[src/rtl/brf_pkg.sv]
`timescale 1ns/1ps
package brf_pkg;
  localparam int MODE_W   = 5;
  localparam int NAME_W   = 4;
  localparam int PHYS_GPR = 30;
  localparam int PHYS_W   = $clog2(PHYS_GPR);
  localparam int NUM_SAVED = 5;
  localparam int SLOT_W   = $clog2(NUM_SAVED);

  localparam logic [MODE_W-1:0] M_USER     = 5'b10000;
  localparam logic [MODE_W-1:0] M_FAST_IRQ = 5'b10001;
  localparam logic [MODE_W-1:0] M_IRQ      = 5'b10010;
  localparam logic [MODE_W-1:0] M_SUPER    = 5'b10011;
  localparam logic [MODE_W-1:0] M_ABORT    = 5'b10111;
  localparam logic [MODE_W-1:0] M_UNDEF    = 5'b11011;
  localparam logic [MODE_W-1:0] M_SYSTEM   = 5'b11111;

  // status word field positions
  localparam int ST_T = 5;
  localparam int ST_F = 6;
  localparam int ST_I = 7;

  function automatic logic is_exc_mode(input logic [MODE_W-1:0] m);
    return (m == M_FAST_IRQ) || (m == M_IRQ) || (m == M_SUPER) ||
           (m == M_ABORT) || (m == M_UNDEF);
  endfunction

  function automatic logic [SLOT_W-1:0] saved_slot(input logic [MODE_W-1:0] m);
    case (m)
      M_FAST_IRQ: return SLOT_W'(0);
      M_IRQ:      return SLOT_W'(1);
      M_SUPER:    return SLOT_W'(2);
      M_ABORT:    return SLOT_W'(3);
      M_UNDEF:    return SLOT_W'(4);
      default:    return SLOT_W'(0);
    endcase
  endfunction

  // physical layout: 0..14 shared, 15..21 fast r8-r14,
  // 22/23 irq, 24/25 super, 26/27 abort, 28/29 undef (r13, r14)
  function automatic logic [PHYS_W-1:0] phys_of(input logic [MODE_W-1:0] m,
                                                input logic [NAME_W-1:0] n);
    logic [PHYS_W-1:0] base;
    base = PHYS_W'(n);
    case (m)
      M_FAST_IRQ: return (n >= 4'd8)  ? base + PHYS_W'(7)  : base;
      M_IRQ:      return (n >= 4'd13) ? base + PHYS_W'(9)  : base;
      M_SUPER:    return (n >= 4'd13) ? base + PHYS_W'(11) : base;
      M_ABORT:    return (n >= 4'd13) ? base + PHYS_W'(13) : base;
      M_UNDEF:    return (n >= 4'd13) ? base + PHYS_W'(15) : base;
      default:    return base;
    endcase
  endfunction
endpackage

[src/rtl/brf_bank_map.sv]
`timescale 1ns/1ps
module brf_bank_map
  import brf_pkg::*;
(
  input  logic [MODE_W-1:0] mode,
  input  logic [NAME_W-1:0] name,
  output logic [PHYS_W-1:0] phys
);
  always_comb phys = phys_of(mode, name);
endmodule

[src/rtl/brf_gpr_store.sv]
`timescale 1ns/1ps
module brf_gpr_store #(
  parameter int DATA_W = 32,
  parameter int DEPTH  = 30,
  parameter int NRD    = 2
) (
  input  logic                              clk,
  input  logic [NRD-1:0][$clog2(DEPTH)-1:0] rd_addr,
  output logic [NRD-1:0][DATA_W-1:0]        rd_data,
  input  logic                              wa_en,
  input  logic [$clog2(DEPTH)-1:0]          wa_addr,
  input  logic [DATA_W-1:0]                 wa_data,
  input  logic                              wb_en,
  input  logic [$clog2(DEPTH)-1:0]          wb_addr,
  input  logic [DATA_W-1:0]                 wb_data
);
  logic [DATA_W-1:0] mem [DEPTH];

  // port b (exception link) is applied last and wins a collision
  always_ff @(posedge clk) begin
    if (wa_en) mem[wa_addr] <= wa_data;
    if (wb_en) mem[wb_addr] <= wb_data;
  end

  for (genvar g = 0; g < NRD; g++) begin : g_rd
    assign rd_data[g] = mem[rd_addr[g]];
  end
endmodule

[src/rtl/brf_pc_unit.sv]
`timescale 1ns/1ps
module brf_pc_unit #(
  parameter int                DATA_W   = 32,
  parameter logic [DATA_W-1:0] RESET_PC = '0
) (
  input  logic              clk,
  input  logic              rst,
  input  logic              exc_go,
  input  logic [DATA_W-1:0] exc_vector,
  input  logic              load_en,
  input  logic [DATA_W-1:0] load_data,
  input  logic              step,
  input  logic              narrow,
  output logic [DATA_W-1:0] pc_q
);
  localparam logic [DATA_W-1:0] INC_WIDE   = DATA_W'(4);
  localparam logic [DATA_W-1:0] INC_NARROW = DATA_W'(2);

  always_ff @(posedge clk) begin
    if (rst)          pc_q <= RESET_PC;
    else if (exc_go)  pc_q <= exc_vector;
    else if (load_en) pc_q <= load_data;
    else if (step)    pc_q <= pc_q + (narrow ? INC_NARROW : INC_WIDE);
  end
endmodule

[src/rtl/brf_status_unit.sv]
`timescale 1ns/1ps
module brf_status_unit
  import brf_pkg::*;
#(
  parameter int DATA_W = 32
) (
  input  logic              clk,
  input  logic              rst,
  input  logic              stat_wr_en,
  input  logic [DATA_W-1:0] stat_wr_data,
  input  logic              saved_wr_en,
  input  logic [DATA_W-1:0] saved_wr_data,
  input  logic              exc_go,
  input  logic [MODE_W-1:0] exc_mode,
  output logic [DATA_W-1:0] stat_q,
  output logic [DATA_W-1:0] saved_q
);
  localparam logic [DATA_W-1:0] RESET_PSR = DATA_W'(8'hD3);

  logic [DATA_W-1:0]                 psr_r;
  logic [NUM_SAVED-1:0][DATA_W-1:0]  sav_r;
  logic [DATA_W-1:0]                 entry_psr;
  logic [MODE_W-1:0]                 cur_mode;
  logic                              cur_has_slot;
  logic [SLOT_W-1:0]                 cur_slot;
  logic [SLOT_W-1:0]                 tgt_slot;

  assign cur_mode     = psr_r[MODE_W-1:0];
  assign cur_has_slot = is_exc_mode(cur_mode);
  assign cur_slot     = saved_slot(cur_mode);
  assign tgt_slot     = saved_slot(exc_mode);

  always_comb begin
    entry_psr               = psr_r;
    entry_psr[MODE_W-1:0]   = exc_mode;
    entry_psr[ST_T]         = 1'b0;
    entry_psr[ST_I]         = 1'b1;
    if (exc_mode == M_FAST_IRQ) entry_psr[ST_F] = 1'b1;
  end

  always_ff @(posedge clk) begin
    if (rst) begin
      psr_r <= RESET_PSR;
      sav_r <= '0;
    end else if (exc_go) begin
      psr_r           <= entry_psr;
      sav_r[tgt_slot] <= psr_r;
    end else begin
      if (stat_wr_en) psr_r <= stat_wr_data;
      if (saved_wr_en && cur_has_slot) sav_r[cur_slot] <= saved_wr_data;
    end
  end

  assign stat_q  = psr_r;
  assign saved_q = cur_has_slot ? sav_r[cur_slot] : '0;
endmodule

[src/rtl/bank_regfile.sv]
`timescale 1ns/1ps
module bank_regfile
  import brf_pkg::*;
#(
  parameter int                DATA_W   = 32,
  parameter logic [DATA_W-1:0] RESET_PC = '0
) (
  input  logic              clk,
  input  logic              rst,
  input  logic [3:0]        ra_sel,
  output logic [DATA_W-1:0] ra_data,
  input  logic [3:0]        rb_sel,
  output logic [DATA_W-1:0] rb_data,
  input  logic              wr_en,
  input  logic [3:0]        wr_sel,
  input  logic [DATA_W-1:0] wr_data,
  input  logic              pc_step,
  output logic [DATA_W-1:0] exec_pc,
  input  logic              stat_wr_en,
  input  logic [DATA_W-1:0] stat_wr_data,
  output logic [DATA_W-1:0] stat_q,
  input  logic              saved_wr_en,
  input  logic [DATA_W-1:0] saved_wr_data,
  output logic [DATA_W-1:0] saved_q,
  input  logic              exc_req,
  input  logic [4:0]        exc_mode,
  input  logic [DATA_W-1:0] exc_vector,
  input  logic [DATA_W-1:0] exc_ret
);
  localparam int NRD = 2;
  localparam logic [NAME_W-1:0] PC_NAME   = '1;
  localparam logic [NAME_W-1:0] LINK_NAME = NAME_W'(14);
  localparam logic [DATA_W-1:0] AHEAD_WIDE   = DATA_W'(8);
  localparam logic [DATA_W-1:0] AHEAD_NARROW = DATA_W'(4);

  logic                          exc_go;
  logic [MODE_W-1:0]             cur_mode;
  logic                          narrow;
  logic [DATA_W-1:0]             pc_q;
  logic [DATA_W-1:0]             pc_ahead;
  logic [NRD-1:0][NAME_W-1:0]    rsel;
  logic [NRD-1:0][PHYS_W-1:0]    rphys;
  logic [NRD-1:0][DATA_W-1:0]    rraw;
  logic [NRD-1:0][DATA_W-1:0]    rout;
  logic [PHYS_W-1:0]             wphys;
  logic [PHYS_W-1:0]             lphys;
  logic                          gpr_we;
  logic                          pc_we;

  assign exc_go   = exc_req && is_exc_mode(exc_mode);
  assign cur_mode = stat_q[MODE_W-1:0];
  assign narrow   = stat_q[ST_T];
  assign pc_ahead = pc_q + (narrow ? AHEAD_NARROW : AHEAD_WIDE);
  assign gpr_we   = wr_en && (wr_sel != PC_NAME);
  assign pc_we    = wr_en && (wr_sel == PC_NAME);
  assign rsel     = {rb_sel, ra_sel};

  for (genvar g = 0; g < NRD; g++) begin : g_rport
    brf_bank_map u_map (
      .mode (cur_mode),
      .name (rsel[g]),
      .phys (rphys[g])
    );
    assign rout[g] = (rsel[g] == PC_NAME) ? pc_ahead : rraw[g];
  end

  assign ra_data = rout[0];
  assign rb_data = rout[1];

  brf_bank_map u_wmap (
    .mode (cur_mode),
    .name (wr_sel),
    .phys (wphys)
  );

  brf_bank_map u_lmap (
    .mode (exc_mode),
    .name (LINK_NAME),
    .phys (lphys)
  );

  brf_gpr_store #(
    .DATA_W (DATA_W),
    .DEPTH  (PHYS_GPR),
    .NRD    (NRD)
  ) u_store (
    .clk     (clk),
    .rd_addr (rphys),
    .rd_data (rraw),
    .wa_en   (gpr_we),
    .wa_addr (wphys),
    .wa_data (wr_data),
    .wb_en   (exc_go),
    .wb_addr (lphys),
    .wb_data (exc_ret)
  );

  brf_pc_unit #(
    .DATA_W   (DATA_W),
    .RESET_PC (RESET_PC)
  ) u_pc (
    .clk        (clk),
    .rst        (rst),
    .exc_go     (exc_go),
    .exc_vector (exc_vector),
    .load_en    (pc_we),
    .load_data  (wr_data),
    .step       (pc_step),
    .narrow     (narrow),
    .pc_q       (pc_q)
  );

  brf_status_unit #(
    .DATA_W (DATA_W)
  ) u_status (
    .clk           (clk),
    .rst           (rst),
    .stat_wr_en    (stat_wr_en),
    .stat_wr_data  (stat_wr_data),
    .saved_wr_en   (saved_wr_en),
    .saved_wr_data (saved_wr_data),
    .exc_go        (exc_go),
    .exc_mode      (exc_mode),
    .stat_q        (stat_q),
    .saved_q       (saved_q)
  );

  assign exec_pc = pc_q;
endmodule

[config.mk]
export PLATFORM = sky130hd
export DESIGN_NAME = bank_regfile
export DESIGN_NICKNAME = d
export VERILOG_FILES = /design/src/rtl/brf_pkg.sv /design/src/rtl/brf_bank_map.sv /design/src/rtl/brf_gpr_store.sv /design/src/rtl/brf_pc_unit.sv /design/src/rtl/brf_status_unit.sv /design/src/rtl/bank_regfile.sv
export SDC_FILE = /design/constraint.sdc
export NUM_CORES = 2
export LEC_CHECK = 0
export BUFFER_PORTS_ARGS = -buffer_cell sky130_fd_sc_hd__buf_2
export CORE_UTILIZATION = 47
export CTS_BUF_LIST = sky130_fd_sc_hd__clkbuf_8
export DETAILED_ROUTE_END_ITERATION = 10
export PLACE_DENSITY_LB_ADDON = 0.15
export SYNTH_ARGS = -nofsm -noshare
export SYNTH_HDL_FRONTEND = slang
export SYNTH_SLANG_ARGS = --single-unit
[constraint.sdc]
create_clock -name clk -period 10.1 [get_ports clk]
set_clock_uncertainty 0.2 [all_clocks]
set_input_delay 1.515 -clock clk [delete_from_list [all_inputs] [get_ports clk]]
set_output_delay 1.515 -clock clk [all_outputs]
set_load 0.03 [all_outputs]
==> metrics.cfg <==
[status]
outcome=finished, final reports clean

[global_route]
first_global_vias=52622
grt_max_degree=133
antenna_found_initial=48
grt_overflow=0
grt_pass1_wl_um=376000
gr-usage-all-layers_pct=36.5

[yosys]
synth_edf_count=960
synthTopCellsByCount=nand2_1, clkbuf_1, edfxtp_1
synthArstFlopShare_pct=0
muxShareOfSynthArea_pct=7.64
yosysUniqueCellTypes=95
ys.warnings.count=0
mappedNetlistNets=7629
yosysMostFrequentCell=nand2_1
synth_compound_area_share_pct=10.6
yosysTopAreaCell=edfxtp_1
ys_dominant_reg_cell=edfxtp_1
synthesis.area_um2=66000
ys_top_cells_by_area=edfxtp_1, nand2_1, nand3_1, clkbuf_1, dfxtp_1
synth_top_area_share_pct=43.7
synthAdderAreaFrac_pct=0.322
synthSimpleGateAreaFrac_pct=21.2
synth_top_family_by_area=simple AND/OR/NAND/NOR gates
ys_seq_area_share_pct=50.5
ys_ff_latch=1184
syn_area_per_cell_um2=8.89
synthCells=7430
synth-xor-area-share_pct=0.796

[power_and_ir_drop]
ir_drop_v=0.000117
p_total_mw=13.2
p_per_area_nw_per_um2=188
leakagePower_nw=25.5

[worst_setup_path]
crit_family=simple AND/OR/NAND/NOR gates
critPathBufInv=1
critPathArrivalTime_ns=7.07
cp.required_ns=8.39
critPathKind=reg -> out
worstPathCellList=and4b_1 -> and2_4 -> or3_4 -> a31oi_4 -> or2_4 -> nand3_2 -> o21ai_1 -> or4_1 -> a222oi_1 -> buf_2
slowest_delay_ns=1.03
start_kind=flip-flop
crit_fanout=63
end_kind=output port
crit_slowest_cell=nand3_2

[sta]
max_freq_mhz=114
final_max_slew_viol_count=0
setup_tns_ns=0
max_slew_margin_pct=13.5
finalHoldViolations=0
tightest_slew_ns=1.30
rsz0062_at_grt=no
hold_slack_ns=0.287
period_share_pct=87.0
post-route-min-period_ns=8.78
worst_slack_ns=1.32
setup_viol=0

[floorplan]
die_h_um=377
coreArea_um2=139000
fp.dieArea_um2=142000
start_util_pct=47.4
placementRows=137
die_w_um=377
ios=344

[clock_tree]
post_cts_buffers=0
clock_tree.root_cell=clkbuf_8
cts.repair.resized=0
numCtsBuffers=204
numClockSinks=1184
cts_max_level=4
cts_tree=yes
clkLatencyLatePin_ns=0.96
cts_max_path_buffers=3
clk_pin_slew_ns=0.06
holdBufCountCts=0

[placed_design]
gp_congestion=0.937
io_buffers=343
pre_cts_ws_ns=1.85
dpl.hpwl_um=154000

[detailed_routing]
wirelength_um=267000
drt-initial-drc-count=8961
drc_errors=0
drt_first_pass_iters=7
antenna_left=0
vias=56912
wl_per_cell_um=30.4
viasPerCell=6.49

[worst_hold_path]
hp-class=reg -> reg

[cells_and_area]
fin_nets=6881
seq_area_um2=33300
fillers=12906
layout-drive-gt1-share_pct=15.6
area_delta_synth_final_pct=6.28
multi_input_area_um2=27300

[flow_run]
cap_violations=0

[where the power goes]
group	switching [mW]	internal (mW)	total (mW)
registers	0.106	5.42	5.53
clock network	2.14	2.09	4.23
logic	2.47	0.954	3.42
total	4.72	8.47	13.2
[worst paths after layout]
path | start | end | slack [ns] | cells after the start
setup / recovery | u_status.stat_q[1] | ra_data[12] | 1.32 | 10
hold / removal | u_status.sav_r[153] | u_status.sav_r[153] | 0.29 | 2
setup reg to reg | u_status.stat_q[1] | u_store.mem[6][7] | 4.37 | 10
hold reg to reg | u_status.sav_r[153] | u_status.sav_r[153] | 0.29 | 2
[cells in the final DEF, fill, tap and decap left out, types with 76 or more instances in the layout]
cell type | netlist | layout
clkbuf_8 | 0 | 227
buf_2 | 161 | 342
edfxtp_1 | 960 | 960
mux2i_1 | 284 | 284
a21oi_1 | 265 | 263
a311oi_1 | 226 | 226
dfxtp_1 | 224 | 224
nand3_1 | 953 | 950
mux2_2 | 165 | 165
nand2_1 | 1742 | 1738
nor2_1 | 320 | 285
buf_4 | 28 | 147
o21ai_0 | 80 | 76
[kinds of logic (layout without fill, tap and decap cells)]
family	after synthesis	after routing
adder cells (fa/ha/maj)	16	16
multiplexers	465	465
flip-flops	1184	1184
AND/OR/NAND/NOR	3250	3250
other	0	32
AO/OA/AOI/OAI	976	976
XOR/XNOR	60	60
buffers and inverters	1479	910
[flip-flops by register name (all words and copies together), names as in the netlist]
register and cells:
u_status.sav_r 160, u_pc.pc_q 32, u_status.stat_q 32, u_store.mem 960
[through the flow]
step / cell area (um2) / std cells / util [%]
floorplan: 66000 / 7430 / -
global placement: 66200 / 8352 / 47.5
detailed placement: 66200 / 8352 / 47.5
CTS: 70100 / 8737 / 50.3
global route: 70100 / 8758 / 50.3
finish: 70200 / 8769 / 50.4
[worst min-delay path: cells and delay by family (launching register included)]
family	cells	cell delay, ns
flip-flops	1	0.31
AO/OA/AOI/OAI	1	0.07
AND/OR/NAND/NOR	1	0.06
[area by class of cell]
class | instances | area share (%)
multi-input combinational | 4767 | 38.9
timing repair buffer | 509 | 4.57
tap | 1876 | 3.35
sequential | 1184 | 47.5
clock buffer | 227 | 4.45
inverter | 16 | 0.0856
clock inverter | 158 | 1.04
antenna | 32 | 0.114
[metal layers]
layer | up-vias | global-route usage (%) | routed length (um)
met5 | - | 0 | 115
met1 | 27686 | 48.3 | 101000
met3 | 802 | 8.65 | 32100
met4 | 16 | 19.6 | 15800
li1 | 24275 | - | -
met2 | 4133 | 55.1 | 118000
Note: power is estimated with default switching activity, not from simulation.
